`src/rtl/spiMemPkg.sv`:
```
package spiMemPkg;

  localparam logic [7:0] OP_SET_WEL = 8'h06;
  localparam logic [7:0] OP_CLR_WEL = 8'h04;
  localparam logic [7:0] OP_RD_STAT = 8'h05;
  localparam logic [7:0] OP_WR_STAT = 8'h01;
  localparam logic [7:0] OP_RD_DATA = 8'h03;
  localparam logic [7:0] OP_WR_DATA = 8'h02;

  // status byte layout: region code sits in bits 4:2
  localparam int REGION_LO = 2;
  localparam int REGION_HI = 4;

  typedef enum logic [2:0] {
    PH_CMD, PH_ADDR, PH_READ, PH_WRITE, PH_STAT, PH_WSTAT, PH_SKIP
  } phaseT;

  typedef struct packed {
    logic setWel;
    logic clrWel;
    logic setAddr;
    logic bufPush;
    logic statStage;
    logic rdNext;
    logic commitData;
    logic commitStat;
  } ctlStrobeT;

endpackage

```
`src/rtl/spiMemCtrl.sv`:
```
module spiMemCtrl
  import spiMemPkg::*;
(
  input  logic       clk,
  input  logic       rstN,
  input  logic       csN,
  input  logic       sck,
  input  logic       si,
  input  logic       holdN,
  input  logic       wpN,
  input  logic       busy,
  input  logic [7:0] rdData,
  input  logic [7:0] statusByte,
  output ctlStrobeT  strobe,
  output logic [7:0] rxByte,
  output logic       so,
  output logic       soOe
);

  logic [1:0] csQ, sckQ, siQ, holdQ, wpQ;
  logic csSync, sckSync, siSync, holdSync, wpSync;
  logic sckLast, csLast;
  logic active, riseEv, fallEv, byteDone, csRise, cleanEnd;

  phaseT phase, phaseNext;
  logic [2:0] bitCnt;
  logic [6:0] rxShift;
  logic [7:0] txShift;
  logic loadPend, loadSet, wrMode, statHave, soOeR;

  assign csSync   = csQ[1];
  assign sckSync  = sckQ[1];
  assign siSync   = siQ[1];
  assign holdSync = holdQ[1];
  assign wpSync   = wpQ[1];

  assign active   = !csSync && holdSync;
  assign riseEv   = active && sckSync && !sckLast;
  assign fallEv   = active && !sckSync && sckLast;
  assign byteDone = riseEv && (bitCnt == 3'd7);
  assign rxByte   = {rxShift, siSync};
  assign csRise   = csSync && !csLast;
  assign cleanEnd = csRise && (bitCnt == 3'd0);

  always_comb begin
    strobe    = '0;
    phaseNext = phase;
    loadSet   = 1'b0;
    if (byteDone) begin
      case (phase)
        PH_CMD: begin
          if (busy && rxByte != OP_RD_STAT) begin
            phaseNext = PH_SKIP;
          end else begin
            case (rxByte)
              OP_SET_WEL: begin strobe.setWel = 1'b1; phaseNext = PH_SKIP; end
              OP_CLR_WEL: begin strobe.clrWel = 1'b1; phaseNext = PH_SKIP; end
              OP_RD_STAT: begin phaseNext = PH_STAT; loadSet = 1'b1; end
              OP_WR_STAT: phaseNext = PH_WSTAT;
              OP_RD_DATA: phaseNext = PH_ADDR;
              OP_WR_DATA: phaseNext = PH_ADDR;
              default:    phaseNext = PH_SKIP;
            endcase
          end
        end
        PH_ADDR: begin
          strobe.setAddr = 1'b1;
          if (wrMode) begin
            phaseNext = PH_WRITE;
          end else begin
            phaseNext = PH_READ;
            loadSet   = 1'b1;
          end
        end
        PH_READ, PH_STAT: loadSet = 1'b1;
        PH_WRITE: strobe.bufPush = 1'b1;
        PH_WSTAT: begin strobe.statStage = 1'b1; phaseNext = PH_SKIP; end
        default: ;
      endcase
    end
    strobe.rdNext     = fallEv && loadPend && (phase == PH_READ);
    strobe.commitData = cleanEnd && (phase == PH_WRITE);
    strobe.commitStat = cleanEnd && statHave && wpSync;
  end

  always_ff @(posedge clk or negedge rstN) begin
    if (!rstN) begin
      csQ <= 2'b11; sckQ <= 2'b00; siQ <= 2'b00; holdQ <= 2'b11; wpQ <= 2'b11;
      sckLast <= 1'b0; csLast <= 1'b1;
      phase <= PH_CMD; bitCnt <= '0; rxShift <= '0; txShift <= '0;
      loadPend <= 1'b0; wrMode <= 1'b0; statHave <= 1'b0; soOeR <= 1'b0;
    end else begin
      csQ   <= {csQ[0], csN};
      sckQ  <= {sckQ[0], sck};
      siQ   <= {siQ[0], si};
      holdQ <= {holdQ[0], holdN};
      wpQ   <= {wpQ[0], wpN};
      sckLast <= sckSync;
      csLast  <= csSync;
      soOeR   <= active && (phase == PH_READ || phase == PH_STAT);
      if (csSync) begin
        phase    <= PH_CMD;
        bitCnt   <= '0;
        loadPend <= 1'b0;
        statHave <= 1'b0;
      end else begin
        phase <= phaseNext;
        if (riseEv) begin
          rxShift <= rxByte[6:0];
          bitCnt  <= bitCnt + 3'd1;
        end
        if (byteDone && phase == PH_CMD) wrMode <= (rxByte == OP_WR_DATA);
        if (strobe.statStage) statHave <= 1'b1;
        if (fallEv) begin
          if (loadPend) begin
            txShift  <= (phase == PH_STAT) ? statusByte : rdData;
            loadPend <= 1'b0;
          end else begin
            txShift <= {txShift[6:0], 1'b0};
          end
        end
        if (loadSet) loadPend <= 1'b1;
      end
    end
  end

  assign so   = txShift[7];
  assign soOe = soOeR;

  // a high select parks the command decoder
  p_idle_on_cs_r2: assert property (@(posedge clk) disable iff (!rstN)
    csSync |=> (phase == PH_CMD && bitCnt == 3'd0));

  // hold freezes the transfer position
  p_hold_freeze_r3: assert property (@(posedge clk) disable iff (!rstN)
    (!holdSync && !csSync) |=> (csSync || ($stable(bitCnt) && $stable(phase) && $stable(rxShift))));

  // hold releases the output line
  p_hold_hiz_r3: assert property (@(posedge clk) disable iff (!rstN)
    !holdSync |=> !soOe);

  // the output bit moves only after a falling serial edge
  p_so_on_fall_r1: assert property (@(posedge clk) disable iff (!rstN)
    !(sckLast && !sckSync) |=> $stable(so));

endmodule

```
`src/rtl/spiMemData.sv`:
```
module spiMemData
  import spiMemPkg::*;
#(
  parameter int ADDR_W      = 8,
  parameter int PAGE_W      = 4,
  parameter int BUSY_CYCLES = 2000
) (
  input  logic       clk,
  input  logic       rstN,
  input  ctlStrobeT  strobe,
  input  logic [7:0] rxByte,
  output logic [7:0] rdData,
  output logic [7:0] statusByte,
  output logic       busy
);

  localparam int DEPTH  = 1 << ADDR_W;
  localparam int PAGE   = 1 << PAGE_W;
  localparam int BASE_W = ADDR_W - PAGE_W;
  localparam int CNT_W  = $clog2(BUSY_CYCLES + 1);
  localparam int CODE_W = REGION_HI - REGION_LO + 1;

  logic [7:0]        mem [DEPTH];
  logic [7:0]        pageBuf [PAGE];
  logic [PAGE-1:0]   bufValid;
  logic [ADDR_W-1:0] rdAddr;
  logic [BASE_W-1:0] wrBase;
  logic [PAGE_W-1:0] wrPtr;
  logic [CODE_W-1:0] region, regionStaged;
  logic              welR, busyR, cycStat;
  logic [CNT_W-1:0]  cnt;
  logic              cycleEnd, startData, startStat;

  function automatic logic inRegion(input logic [CODE_W-1:0] code, input logic [ADDR_W-1:0] a);
    case (code)
      3'd0:    return 1'b0;
      3'd1:    return a[ADDR_W-1:PAGE_W] == '0;
      3'd2:    return a[ADDR_W-1:PAGE_W] == '1;
      3'd3:    return !a[ADDR_W-1];
      default: return a[ADDR_W-1 -: 2] == code[1:0];
    endcase
  endfunction

  assign cycleEnd  = busyR && (cnt == CNT_W'(BUSY_CYCLES - 1));
  assign startData = strobe.commitData && welR && !busyR && (|bufValid);
  assign startStat = strobe.commitStat && welR && !busyR;

  always_ff @(posedge clk or negedge rstN) begin
    if (!rstN) begin
      for (int a = 0; a < DEPTH; a++) mem[a] <= 8'hFF;
      for (int i = 0; i < PAGE; i++) pageBuf[i] <= '0;
      bufValid <= '0; rdAddr <= '0; wrBase <= '0; wrPtr <= '0;
      region <= '0; regionStaged <= '0;
      welR <= 1'b0; busyR <= 1'b0; cycStat <= 1'b0; cnt <= '0;
    end else begin
      if (strobe.setWel) welR <= 1'b1;
      if (strobe.clrWel) welR <= 1'b0;
      if (strobe.setAddr) begin
        rdAddr   <= rxByte[ADDR_W-1:0];
        wrBase   <= rxByte[ADDR_W-1:PAGE_W];
        wrPtr    <= rxByte[PAGE_W-1:0];
        bufValid <= '0;
      end
      if (strobe.rdNext) rdAddr <= rdAddr + 1'b1;
      if (strobe.bufPush) begin
        pageBuf[wrPtr]  <= rxByte;
        bufValid[wrPtr] <= 1'b1;
        wrPtr           <= wrPtr + 1'b1;
      end
      if (strobe.statStage) regionStaged <= rxByte[REGION_HI:REGION_LO];
      if (startData || startStat) begin
        busyR   <= 1'b1;
        cnt     <= '0;
        cycStat <= startStat;
      end else if (busyR) begin
        cnt <= cnt + 1'b1;
        if (cycleEnd) begin
          busyR <= 1'b0;
          welR  <= 1'b0;
          if (cycStat) begin
            region <= regionStaged;
          end else begin
            for (int i = 0; i < PAGE; i++) begin
              if (bufValid[i] && !inRegion(region, {wrBase, PAGE_W'(i)}))
                mem[{wrBase, PAGE_W'(i)}] <= pageBuf[i];
            end
          end
        end
      end
    end
  end

  assign rdData     = mem[rdAddr];
  assign statusByte = {3'b000, region, welR, busyR};
  assign busy       = busyR;

  // the latch is clear once a busy period ends
  p_wel_clear_r12: assert property (@(posedge clk) disable iff (!rstN)
    $fell(busyR) |-> !welR);

  // the latch cannot be set while busy
  p_no_wel_busy_r13: assert property (@(posedge clk) disable iff (!rstN)
    busyR |=> !$rose(welR));

  // a busy period starts only with the latch set
  p_start_needs_wel_r8: assert property (@(posedge clk) disable iff (!rstN)
    $rose(busyR) |-> $past(welR));

  // the page under write never moves until a new address arrives
  p_page_base_r7: assert property (@(posedge clk) disable iff (!rstN)
    !strobe.setAddr |=> $stable(wrBase));

endmodule

```
`src/rtl/spiEepromSlave.sv`:
```
module spiEepromSlave
  import spiMemPkg::*;
#(
  parameter int ADDR_W      = 8,
  parameter int PAGE_W      = 4,
  parameter int BUSY_CYCLES = 2000
) (
  input  logic clk,
  input  logic rstN,
  input  logic csN,
  input  logic sck,
  input  logic si,
  input  logic holdN,
  input  logic wpN,
  output logic so,
  output logic soOe
);

  ctlStrobeT  strobe;
  logic [7:0] rxByte, rdData, statusByte;
  logic       busy;

  spiMemCtrl uCtrl (
    .clk(clk), .rstN(rstN), .csN(csN), .sck(sck), .si(si), .holdN(holdN), .wpN(wpN),
    .busy(busy), .rdData(rdData), .statusByte(statusByte),
    .strobe(strobe), .rxByte(rxByte), .so(so), .soOe(soOe)
  );

  spiMemData #(.ADDR_W(ADDR_W), .PAGE_W(PAGE_W), .BUSY_CYCLES(BUSY_CYCLES)) uData (
    .clk(clk), .rstN(rstN), .strobe(strobe), .rxByte(rxByte),
    .rdData(rdData), .statusByte(statusByte), .busy(busy)
  );

endmodule

```
`config.mk`:
```
export PLATFORM = sky130hd
export DESIGN_NAME = spiEepromSlave
export DESIGN_NICKNAME = d
export VERILOG_FILES = /design/src/rtl/spiMemPkg.sv /design/src/rtl/spiMemCtrl.sv /design/src/rtl/spiMemData.sv /design/src/rtl/spiEepromSlave.sv
export SDC_FILE = /design/constraint.sdc
export NUM_CORES = 2
export LEC_CHECK = 0
export BUFFER_PORTS_ARGS = -buffer_cell sky130_fd_sc_hd__buf_2
export CAP_MARGIN = 30
export CORE_MARGIN = 3
export CORE_UTILIZATION = 55
export DETAILED_ROUTE_END_ITERATION = 8
export PLACE_DENSITY = 0.7
export SLEW_MARGIN = 30
export SYNTH_ARGS = -nofsm -noshare
export SYNTH_HDL_FRONTEND = slang
export SYNTH_SLANG_ARGS = --single-unit
```
`constraint.sdc`:
```
create_clock -name clk -period 3.2 [get_ports clk]
set_input_delay 0.64 -clock clk [delete_from_list [all_inputs] [get_ports clk]]
set_output_delay 0.64 -clock clk [all_outputs]
set_load 0.05 [all_outputs]
```
==> impl_metrics.ini <==
[synth]
synthCells = 6567
syn_area_per_cell_um2 = 16.3
synthTopCellsByArea = dfstp_2, mux2_2, mux4_2, dfrtp_1, nor2_8
synth.distinct_cells = 81
synth-async-reset-ratio_pct = 100
synth_warnings = 0
synth_edf_count = 0
synth_top_cell_by_area = dfstp_2
synthesis.nets = 6583
synth_top_area_share_pct = 50.4
synth-main-ff-cell = dfstp_2
synth-seq-area-share_pct = 55.3
synth.cell_area_um2 = 107000
ys_seq_elements = 2265

[detailed_routing]
ant_nets = 0
vias = 69122
drc_errors = 0
vias_per_cell = 6.93
dr.first_iter.drc_count = 8611
wl_um = 443000
wl_per_cell_um = 44.4
drt-pass1-iter-count = 7

[cells_and_area]
layout.area.seq_um2 = 59300
fin_util_pct = 64.5
multi_input_area_um2 = 46000
fillers = 13768
drive_gt1_share_pct = 84.2
syn_to_final_growth_pct = 16.2
final_nets = 7226

[power_and_ir_drop]
p_int_mw = 45.7
power_frac_comb_pct = 2.1
sw_frac_of_total_pct = 22.5
p_seq_share_pct = 49.0
p_leak_nw = 51.6
p_clk_share_pct = 48.9
pwr_density_cell_nw_per_um2 = 473
ir_drop_v = 0.000555
switchingPower_mw = 13.2

[grt]
antenna_found_initial = 77
grt_pass1_vias = 68057
grt_pass1_wl_um = 600000
grt_max_degree = 114
grt_usage_pct = 44.4
overflow = 0

[hold_path]
hold_path_class = input pin to asynchronous set/reset pin

[floorplanning]
rows = 161
die_area_um2 = 200000
die-height_um = 447
start_util_pct = 55.5
die_w_um = 447
io_pins = 9
core_um2 = 193000

[timing]
period_minus_slack_ns = 3.25
finalHoldViolations = 0
finalCritPeriodShare_pct = 102
grt_setup_unrepaired = yes
setup_viol = 3
relSlewSlack_pct = 29.1
max_slew.worst_pin.slew_ns = 1.06
hold_ws_ns = 0.0494
drv_slew = 0
fin_skew_ns = 0.0481
fin_ws_ns = -0.0487
fmax_mhz = 308

[critical_path]
cpPeakStageDelay_ns = 0.62
path_cells = buf_12 > buf_12 > buf_12 > buf_12 > mux4_2 > a221oi_1 > buf_4 > o22ai_1 > nor4_2 > nor3_1 > or3_1
crit_type = register to register
crit_top_cell = buf_12
critPathMaxFanout = 8
slowest_stage = mux4_2
worstSetupEndpointType = register
arrival_ns = 4.00
required_ns = 3.95
cp-start-kind = register

[clock_network]
clkSlewWorstSetupHoldPaths_ns = 0.06
clk_path_buf_depth = 3
clockRootBuffer = clkbuf_16
clk_latency_ns = 0.91
clkSinkCount = 2265
cts_tree = done
numCtsBuffers = 230
cts_htree_levels = 4

[flow_run]
drv_cap = 0

[placed_design]
gp_congestion = 1.06
portBuffers = 8
dp_hpwl_um = 312000
dp_slack_ns = -0.757

[run_status]
violations = negative setup slack
outcome = complete, but fails checks
[area by class of cell]
| class | count | share of cell area (%) |
|---|---|---|
| flip-flops and latches | 2265 | 47.6 |
| multi-input cells | 3896 | 36.9 |
| repair buffers | 805 | 6.26 |
| clock buffers | 344 | 5.49 |
| well taps | 2526 | 2.54 |
| clock inverters | 91 | 1.03 |
| diodes | 31 | 0.0623 |
| inverters | 12 | 0.0382 |
[sequential cells by signal, summed over array words and instances (netlist names), 2 cells and up]
register,flops
uData.wrBase,4
uCtrl.bitCnt,3
uData.mem,2048
uCtrl.csQ,2
uData.pageBuf,128
uCtrl.wpQ,2
uData.rdAddr,8
uCtrl.sckQ,2
uCtrl.rxShift,7
uData.bufValid,16
uCtrl.txShift,8
uData.cnt,11
uData.region,3
uData.regionStaged,3
uCtrl.siQ,2
uCtrl.holdQ,2
uData.wrPtr,4
uCtrl.phase,3
[logic make-up (layout without fill, tap and decap cells)]
logic type	Yosys count	in the layout	share of synthesized area, %
multiplexers	2794	2794	34.8
flip-flops	2265	2265	55.3
AND/OR/NAND/NOR	712	712	5.18
buffers and inverters	406	1252	2.07
AO/OA/AOI/OAI	367	367	2.38
XOR/XNOR	14	14	0.114
adder cells (fa/ha/maj)	9	9	0.105
other	0	31	0
[repair_timing]
action / in CTS / in global routing
gates resized for setup: 38 / 24
pin swaps: 3 / 7
setup endpoints to repair: 8 / 7
endpoints found under the hold margin: 5 / 0
setup buffers: 6 / 2
gates cloned: 1 / 3
hold buffers: 5 / 0
[critical path, delay by kind of cell, from the launching register on]
| kind | cells | cell delay [ns] |
|---|---|---|
| flip-flops | 1 | 0.43 |
| buffers and inverters | 5 | 0.79 |
| AND/OR/NAND/NOR | 3 | 0.82 |
| AO/OA/AOI/OAI | 2 | 0.46 |
| multiplexers | 1 | 0.62 |
[cells in the final DEF, fill, tap and decap left out, drive strengths merged, types with 7 or more instances in the layout]
master	synthesis	final
a211oi	28	28
a21o	7	7
a21oi	64	64
a221o	8	8
a221oi	14	14
a22o	9	9
a22oi	79	79
a31oi	23	23
and2	13	13
and3	10	10
buf	202	797
bufinv	0	23
clkbuf	192	347
clkinv	0	55
dfrtp	210	210
dfstp	2055	2055
diode	0	31
ha	9	9
inv	12	19
mux2	2204	2204
mux2i	99	99
mux4	491	491
nand2	185	185
nand2b	13	13
nand3	49	49
nand4	23	23
nor2	322	322
nor2b	26	26
nor3	30	30
nor4	14	14
o21ai	33	33
o22ai	47	47
o31ai	7	7
xnor2	8	8
[layer usage]
| layer | GRT usage, % | up-vias | wire length (um) |
|---|---|---|---|
| met2 | 61.8 | 4111 | 185000 |
| met1 | 61.0 | 38068 | 175000 |
| met4 | 20.9 | 42 | 25300 |
| li1 | - | 26000 | - |
| met5 | 0 | - | 273 |
| met3 | 17.4 | 901 | 57400 |
[power groups by stage]
stage                     sequential [mW]  clock [mW]  combinational [mW]
after floorplan                      29.3           0               0.187
after global placement               29.3           0                1.26
after detailed placement             29.3           0                1.28
after CTS                            28.9        29.0                1.29
after global routing                 28.9        30.2                1.37
final                                28.9        28.8                1.27
[stage by stage]
stage	power (mW)	cells	TNS, ns	instance area [um2]
6_report	58.9	9970	-0.0696	124000
5_1_grt	60.4	9940	-0.0882	124000
4_1_cts	59.1	9934	-0.0262	124000
3_5_place_dp	30.6	9487	-2.88	116000
3_3_place_gp	30.5	9487	-3.50	116000
2_1_floorplan	29.5	6567	0	107000
[path summary, 6_finish.rpt]
| check | start | end | slack [ns] | depth (start not counted) |
|---|---|---|---|---|
| min reg2reg | uCtrl.siQ[0]$_DFF_PN0_ | uCtrl.siQ[1]$_DFF_PN0_ | 0.36 | 0 |
| max in group asynchronous | rstN | uData.mem[416]$_DFFE_PN1P_ | 2.26 | 3 |
| max | uData.rdAddr[0]$_DFFE_PN0P_ | uCtrl.txShift[2]$_DFFE_PN0P_ | -0.05 | 11 |
| min | rstN | uData.mem[481]$_DFFE_PN1P_ | 0.05 | 1 |
| max reg2reg | uData.rdAddr[0]$_DFFE_PN0P_ | uCtrl.txShift[2]$_DFFE_PN0P_ | -0.05 | 11 |
| min in group clk | uCtrl.siQ[0]$_DFF_PN0_ | uCtrl.siQ[1]$_DFF_PN0_ | 0.36 | 0 |
[synthesized netlist by cell type, drive strengths merged (5+ instances only)]
| library cell | number |
|---|---|
| xnor2 | 8 |
| o211ai | 6 |
| and3 | 10 |
| nand3 | 49 |
| dfrtp | 210 |
| mux2i | 99 |
| nand2 | 185 |
| a22oi | 79 |
| mux4 | 491 |
| ha | 9 |
| a32oi | 5 |
| a22o | 9 |
| mux2 | 2204 |
| nor2 | 322 |
| a21o | 7 |
| clkbuf | 192 |
| a211oi | 28 |
| a31oi | 23 |
| a211o | 5 |
| nand2b | 13 |
| dfstp | 2055 |
| inv | 12 |
| o31ai | 7 |
| nor4 | 14 |
| nand4 | 23 |
| and2 | 13 |
| a221o | 8 |
| o21ai | 33 |
| a2111oi | 5 |
| nor2b | 26 |
| a221oi | 14 |
| xor2 | 6 |
| a21oi | 64 |
| buf | 202 |
| o221ai | 6 |
| or2 | 5 |
| nor3 | 30 |
| o22ai | 47 |
Power figures use the tool's default switching activity.
